### src/rtl/irq_eval_pkg.sv
package irq_eval_pkg;
  // Strobes from control to datapath
  typedef struct packed {
    logic loadSw;     // capture software request write
    logic loadIpl;    // capture priority level write
    logic latchTrap;  // capture summary and winning level
  } evalStrobe_t;
endpackage

### src/rtl/irq_eval_dp.sv
module irq_eval_dp
  import irq_eval_pkg::*;
#(
  parameter int REQ_W    = 32,
  parameter int SW_LO    = 4,
  parameter int SW_HI    = 18,
  parameter int EXT_LO   = 20,
  parameter int EXT_HI   = 30,
  parameter int IPL_IN_W = 8,
  parameter int LVL_W    = 5
) (
  input  logic                clk,
  input  logic                rstN,
  input  evalStrobe_t         strb,
  input  logic [REQ_W-1:0]    swWrData,
  input  logic [IPL_IN_W-1:0] iplWrData,
  input  logic [REQ_W-1:0]    extReq,
  output logic [REQ_W-1:0]    swReq,
  output logic [LVL_W-1:0]    curIpl,
  output logic [REQ_W-1:0]    summary,
  output logic [LVL_W-1:0]    intId,
  output logic [LVL_W-1:0]    candLevel
);
  logic [REQ_W-1:0] swMask;
  logic [REQ_W-1:0] extMask;
  logic [REQ_W-1:0] candMap;

  // Bit masks of implemented request positions
  for (genvar g = 0; g < REQ_W; g++) begin : gMask
    assign swMask[g]  = (g >= SW_LO)  && (g <= SW_HI);
    assign extMask[g] = (g >= EXT_LO) && (g <= EXT_HI);
  end

  assign candMap = swReq | (extReq & extMask);

  // Scan software levels first, then external; last hit wins
  always_comb begin
    candLevel = '0;
    for (int i = SW_LO; i <= SW_HI; i++) begin
      if (swReq[i]) candLevel = LVL_W'(i - SW_LO + 1);
    end
    for (int i = EXT_LO; i <= EXT_HI; i++) begin
      if (extReq[i]) candLevel = LVL_W'(i);
    end
  end

  always_ff @(posedge clk or negedge rstN) begin
    if (!rstN) begin
      swReq   <= '0;
      curIpl  <= '0;
      summary <= '0;
      intId   <= '0;
    end else begin
      if (strb.loadSw)    swReq   <= swWrData & swMask;
      if (strb.loadIpl)   curIpl  <= iplWrData[LVL_W-1:0];
      if (strb.latchTrap) begin
        summary <= candMap;
        intId   <= candLevel;
      end
    end
  end
endmodule

### src/rtl/irq_eval_ctrl.sv
module irq_eval_ctrl
  import irq_eval_pkg::*;
#(
  parameter int LVL_W = 5,
  parameter int AST_W = 4
) (
  input  logic             clk,
  input  logic             rstN,
  input  logic             evalStb,
  input  logic             swWr,
  input  logic             iplWr,
  input  logic [AST_W-1:0] astReq,
  input  logic [LVL_W-1:0] candLevel,
  input  logic [LVL_W-1:0] curIpl,
  output evalStrobe_t      strb,
  output logic             trapReq,
  output logic             astUnsupported
);
  logic astSeen;
  logic levelWins;

  assign astSeen   = evalStb && (astReq != '0);
  assign levelWins = (candLevel != '0) && (candLevel > curIpl);

  always_comb begin
    strb.loadSw    = swWr;
    strb.loadIpl   = iplWr;
    strb.latchTrap = evalStb && !astSeen && levelWins;
  end

  always_ff @(posedge clk or negedge rstN) begin
    if (!rstN) begin
      trapReq        <= 1'b0;
      astUnsupported <= 1'b0;
    end else begin
      trapReq        <= strb.latchTrap;
      astUnsupported <= astSeen;
    end
  end
endmodule

### src/rtl/irq_level_eval.sv
module irq_level_eval
  import irq_eval_pkg::*;
#(
  parameter int REQ_W    = 32,
  parameter int SW_LO    = 4,
  parameter int SW_HI    = 18,
  parameter int EXT_LO   = 20,
  parameter int EXT_HI   = 30,
  parameter int IPL_IN_W = 8,
  parameter int AST_W    = 4
) (
  input  logic                      clk,
  input  logic                      rstN,
  input  logic                      evalStb,
  input  logic                      swWr,
  input  logic [REQ_W-1:0]          swWrData,
  input  logic                      iplWr,
  input  logic [IPL_IN_W-1:0]       iplWrData,
  input  logic [REQ_W-1:0]          extReq,
  input  logic [AST_W-1:0]          astReq,
  output logic                      trapReq,
  output logic                      astUnsupported,
  output logic [REQ_W-1:0]          summary,
  output logic [$clog2(REQ_W)-1:0]  intId,
  output logic [REQ_W-1:0]          swReq,
  output logic [$clog2(REQ_W)-1:0]  curIpl
);
  localparam int LVL_W = $clog2(REQ_W);

  evalStrobe_t      strb;
  logic [LVL_W-1:0] candLevel;

  irq_eval_ctrl #(.LVL_W(LVL_W), .AST_W(AST_W)) ctrl_i (
    .clk(clk), .rstN(rstN), .evalStb(evalStb), .swWr(swWr), .iplWr(iplWr),
    .astReq(astReq), .candLevel(candLevel), .curIpl(curIpl),
    .strb(strb), .trapReq(trapReq), .astUnsupported(astUnsupported)
  );

  irq_eval_dp #(
    .REQ_W(REQ_W), .SW_LO(SW_LO), .SW_HI(SW_HI), .EXT_LO(EXT_LO),
    .EXT_HI(EXT_HI), .IPL_IN_W(IPL_IN_W), .LVL_W(LVL_W)
  ) dp_i (
    .clk(clk), .rstN(rstN), .strb(strb), .swWrData(swWrData),
    .iplWrData(iplWrData), .extReq(extReq), .swReq(swReq), .curIpl(curIpl),
    .summary(summary), .intId(intId), .candLevel(candLevel)
  );
endmodule

### config.mk
export PLATFORM = sky130hd
export DESIGN_NAME = irq_level_eval
export DESIGN_NICKNAME = d
export VERILOG_FILES = /design/src/rtl/irq_eval_pkg.sv /design/src/rtl/irq_eval_dp.sv /design/src/rtl/irq_eval_ctrl.sv /design/src/rtl/irq_level_eval.sv
export SDC_FILE = /design/constraint.sdc
export NUM_CORES = 1
export LEC_CHECK = 0
export BUFFER_PORTS_ARGS = -buffer_cell sky130_fd_sc_hd__buf_2
export CELL_PAD_IN_SITES_DETAIL_PLACEMENT = 0
export CELL_PAD_IN_SITES_GLOBAL_PLACEMENT = 1
export CORE_MARGIN = 4
export CORE_UTILIZATION = 28
export CTS_CLUSTER_DIAMETER = 200
export CTS_CLUSTER_SIZE = 8
export DETAILED_ROUTE_END_ITERATION = 10
export PLACE_DENSITY_LB_ADDON = 0.1
export SYNTH_ARGS = -nofsm -noshare
export SYNTH_HDL_FRONTEND = slang
export SYNTH_SLANG_ARGS = --single-unit
### constraint.sdc
create_clock -name clk -period 3 [get_ports clk]
set_input_delay 0.3 -clock clk [delete_from_list [all_inputs] [get_ports clk]]
set_output_delay 0.3 -clock clk [all_outputs]
set_load 0.01 [all_outputs]
==> impl_summary.md <==
Clock tree
For this design, the CTS-stage hold fixing added 0 buffers. TritonCTS built the clock tree. The H-tree generated during clock tree synthesis spans 2 levels. The clock transition at the registers of the reported paths is 110 ps. The total clock buffers created by CTS is 5.

No sink is reached through more buffers than the 2 on the longest clock path. The clock root buffer master is sky130_fd_sc_hd__clkbuf_8. The clock insertion delay at the later pin of the skew report is 310 ps. CTS saw 53 sinks.

Global route
Global routing consumed, over all layers together, 13.8% of the routing resources. The number of global-route vias before repair came to 2,140. The first global-routing pass estimated 11,200 um of wire. The largest net degree at the start of global routing is 35. The initial antenna violation count is 0.

Summed over all layers, the global routing overflow is 0.

Timing
The setup slack of the critical path after layout is -149 ps. The highest clock frequency the design can meet is 0.318 GHz. The final number of max-transition violations was 0. The final hold violation count is 0. The final worst clock skew is 15.6 ps. Setup violations remaining at the end of the flow were counted as 31. Measured against its own limit, the worst slew margin works out to 47.6%. The worst hold slack is 62.7 ps. The worst path in the final design needs a cycle of 3150 ps, including I/O delays and setup.

Setup repair after global routing could not meet its margin everywhere. The final-layout setup total negative slack is -3030 ps. The transition time of the tightest slew-check pin is 785 ps. The post-route fraction of the period consumed by the critical path is 105%.

Finish
The number of antenna diodes in the final layout is 0. The end-of-flow core utilization is 42.2%. The fraction of final layout cells sized beyond drive strength 1 is 51.9%. Relative to the synthesized area, the layout overhead comes to 46.2%. At the end of the flow, the number of nets in the layout was 436. The number of filler cells placed in the layout is 878.

Route
Before antenna repair, the detailed router went through 4 iterations. In the final routed layout, each cell accounts on average for 16.2 um. The total via count after detailed routing is 2,083.

The antenna violation net count after detailed routing is 0. The aggregate routed wire length is 7430 um. The number of vias per cell after detailed routing is 4.54. The initial detailed-routing violation count is 42. The number of design rule violations left after detail routing is 0.

Worst hold path
The class of the tightest hold or removal check is primary input to asynchronous set/reset pin.

Synth
The synthesized design contains 53 register bits. The share of the Yosys chip area taken by registers is 52.7%. After synthesis, the largest family of logic cells by area is compound AO/OA/AOI/OAI gates. The mean area per synthesized cell is 11.7 sq um.

The parity-gate share of the synthesized area counting xor and xnor cells is 0%. The synthesized netlist devotes 18.3% of its cell area to compound gates. Among all flip-flop cells after synthesis, the most frequent one is sky130_fd_sc_hd__dfrtp_1. The total standard cell area after synthesis is 2520 sq um. Summing the areas of all and, or, nand and nor instances in the mapped netlist gives 8.05% of the synthesized area.

The number of enable flip-flop cells after synthesis is 0. The proportion of synthesized area in mux cells is 8.20%. Yosys printed 0 warnings. The fraction of registers with async set or reset after synthesis is 100%. The number of instances in the synthesized netlist is 216.

The synthesized-area fraction occupied by adder cells is 2.49%. The count of cell types in the netlist is 37.

Floorplan
The y dimension of the die is 103 um. The core region area is 8720 sq um. The cell row count is 34. The die covers 10,600 sq um.

For this configuration, the core starts out at a cell density of 28.9%. The x dimension of the die is 103 um. The number of top-level design ports is 157.

Place
The routability-driven placement congestion ratio is 0.703. The count of input and output buffers is 92. The HPWL after detailed placement is 5280 um. The minimum setup slack after placement is -249 ps.

Power
Summed over all cells, the static leakage comes to 1.88 nW. The worst-case vdd ir drop is 296 uV. Dividing total power by cell area gives a power density of 568 nW/um^2.

Critical path
The worst setup path is of the register to register kind. The biggest fanout along the worst timing path is 4. The critical register-to-register path endpoint is dp_i.summary[6]. The internal reg-to-reg setup slack is -150 ps.

STA classifies the critical path startpoint as a register. The startpoint identified for the worst register-to-register timing path is dp_i.swReq[5]. The critical path starts at dp_i.swReq[5].

The depth of the worst register-to-register path is 14. The signal arrival time at the worst endpoint is 3350 ps. The endpoint type of the worst setup path is a register. STA puts the critical path data required time at 3210 ps.

Status
The flow ran to the end, but the final reports show violations. The final reports fail on setup timing.

Job
The max-cap violation count is 0.
[synth_stat cells, drive strengths merged (2+ instances only)]
library cell	number	area share, %
a21o	2	0.60
a21oi	6	1.3
a22o	25	8.7
buf	26	7.7
clkbuf	5	0.75
dfrtp	53	53
ha	5	2.5
inv	11	1.6
mux2	17	8.2
nand2	15	2.2
nand3	4	0.80
nor2	7	1.0
nor2b	2	0.50
nor3	5	0.99
nor4	6	2.0
o211ai	2	0.60
o21ai	9	1.8
o31ai	4	1.7
[timing repair]
action,4_1_cts,5_1_grt
gates resized for setup,15,10
hold endpoints to repair,0,0
gates cloned,3,1
setup endpoints to repair,32,32
setup buffers,7,3
pin swaps,5,4
[power breakdown]
group / total (mW) / internal, mW / switching (mW)
Clock: 0.571 / 0.332 / 0.239
Sequential: 0.942 / 0.853 / 0.0888
Combinational: 0.580 / 0.301 / 0.279
Total: 2.09 / 1.49 / 0.607
[logic make-up after synthesis]
family	count (synthesis)
buf+inv	42
other cells	1
fa+ha+maj	5
simple gates	41
flops	53
compound gates	57
mux	17
[per-stage QoR]
stage	power, mW	std cells	area (sq um)
finish	2.09	459	3680
global placement	1.50	438	3250
detailed placement	1.51	438	3250
floorplan	1.24	238	2600
CTS	2.12	456	3590
global route	2.22	459	3680
[worst max-delay path by stage]
stage | to | slack, ps | cells after the start
global route | dp_i.summary[6] | -320 | 15
floorplan | dp_i.intId[2] | -60 | 14
CTS | dp_i.summary[6] | -160 | 15
global placement | dp_i.intId[1] | -260 | 13
detailed placement | dp_i.intId[1] | -250 | 13
finish | dp_i.summary[6] | -150 | 14
[metal layers]
layer	wire length, um	vias to the layer above	track usage, %
li1	-	1010	-
met1	3470	996	19.4
met2	3330	72	21.4
met3	570	5	3.38
met4	58	0	3.69
met5	0	-	0
[layout make-up]
cell class              instances  area [sq um]  share of cell area, %
clock buffers                   5          68.8                   1.87
clock inverters                 3          65.1                   1.77
multi-input cells             144          1130                   30.7
flip-flops and latches         53          1330                   36.1
repair buffers                135           915                   24.8
well taps                     108           135                   3.67
inverters                      11          41.3                   1.12
[cells in the final DEF, fill, tap and decap left out, types with 2 or more instances in the layout]
master	count
sky130_fd_sc_hd__ha_1	3
sky130_fd_sc_hd__nand3_1	4
sky130_fd_sc_hd__a21oi_1	5
sky130_fd_sc_hd__nor2_1	5
sky130_fd_sc_hd__buf_2	92
sky130_fd_sc_hd__inv_1	10
sky130_fd_sc_hd__bufinv_16	2
sky130_fd_sc_hd__conb_1	23
sky130_fd_sc_hd__a21o_1	2
sky130_fd_sc_hd__mux2_4	5
sky130_fd_sc_hd__buf_6	3
sky130_fd_sc_hd__nand2_1	15
sky130_fd_sc_hd__o21ai_0	9
sky130_fd_sc_hd__nor4_1	4
sky130_fd_sc_hd__o211ai_1	2
sky130_fd_sc_hd__mux2_2	12
sky130_fd_sc_hd__a22o_1	25
sky130_fd_sc_hd__buf_12	4
sky130_fd_sc_hd__nor3_1	5
sky130_fd_sc_hd__o31ai_4	3
sky130_fd_sc_hd__nor4_2	2
sky130_fd_sc_hd__buf_4	32
sky130_fd_sc_hd__dfrtp_1	52
sky130_fd_sc_hd__clkbuf_8	5
[worst max-delay path, stage by stage, from the launching register on]
cell                        delay [ps]
sky130_fd_sc_hd__dfrtp_1           420
sky130_fd_sc_hd__nand2b_4          150
sky130_fd_sc_hd__a221oi_2          250
sky130_fd_sc_hd__o31ai_2           110
sky130_fd_sc_hd__a2111oi_2         380
sky130_fd_sc_hd__o22a_2            210
sky130_fd_sc_hd__a2bb2oi_2          70
sky130_fd_sc_hd__ha_2              320
sky130_fd_sc_hd__nand3_1            80
sky130_fd_sc_hd__o211ai_1          280
sky130_fd_sc_hd__a21oi_2            70
sky130_fd_sc_hd__buf_6             140
sky130_fd_sc_hd__o31ai_4            90
sky130_fd_sc_hd__buf_12            180
sky130_fd_sc_hd__mux2_4            290
[state kept, by name, summed over array words and instances, names as in the netlist]
register / count
ctrl_i.astUnsupported: 1
ctrl_i.trapReq: 1
dp_i.curIpl: 5
dp_i.intId: 5
dp_i.summary: 26
dp_i.swReq: 15
Power figures use the tool's default switching activity.
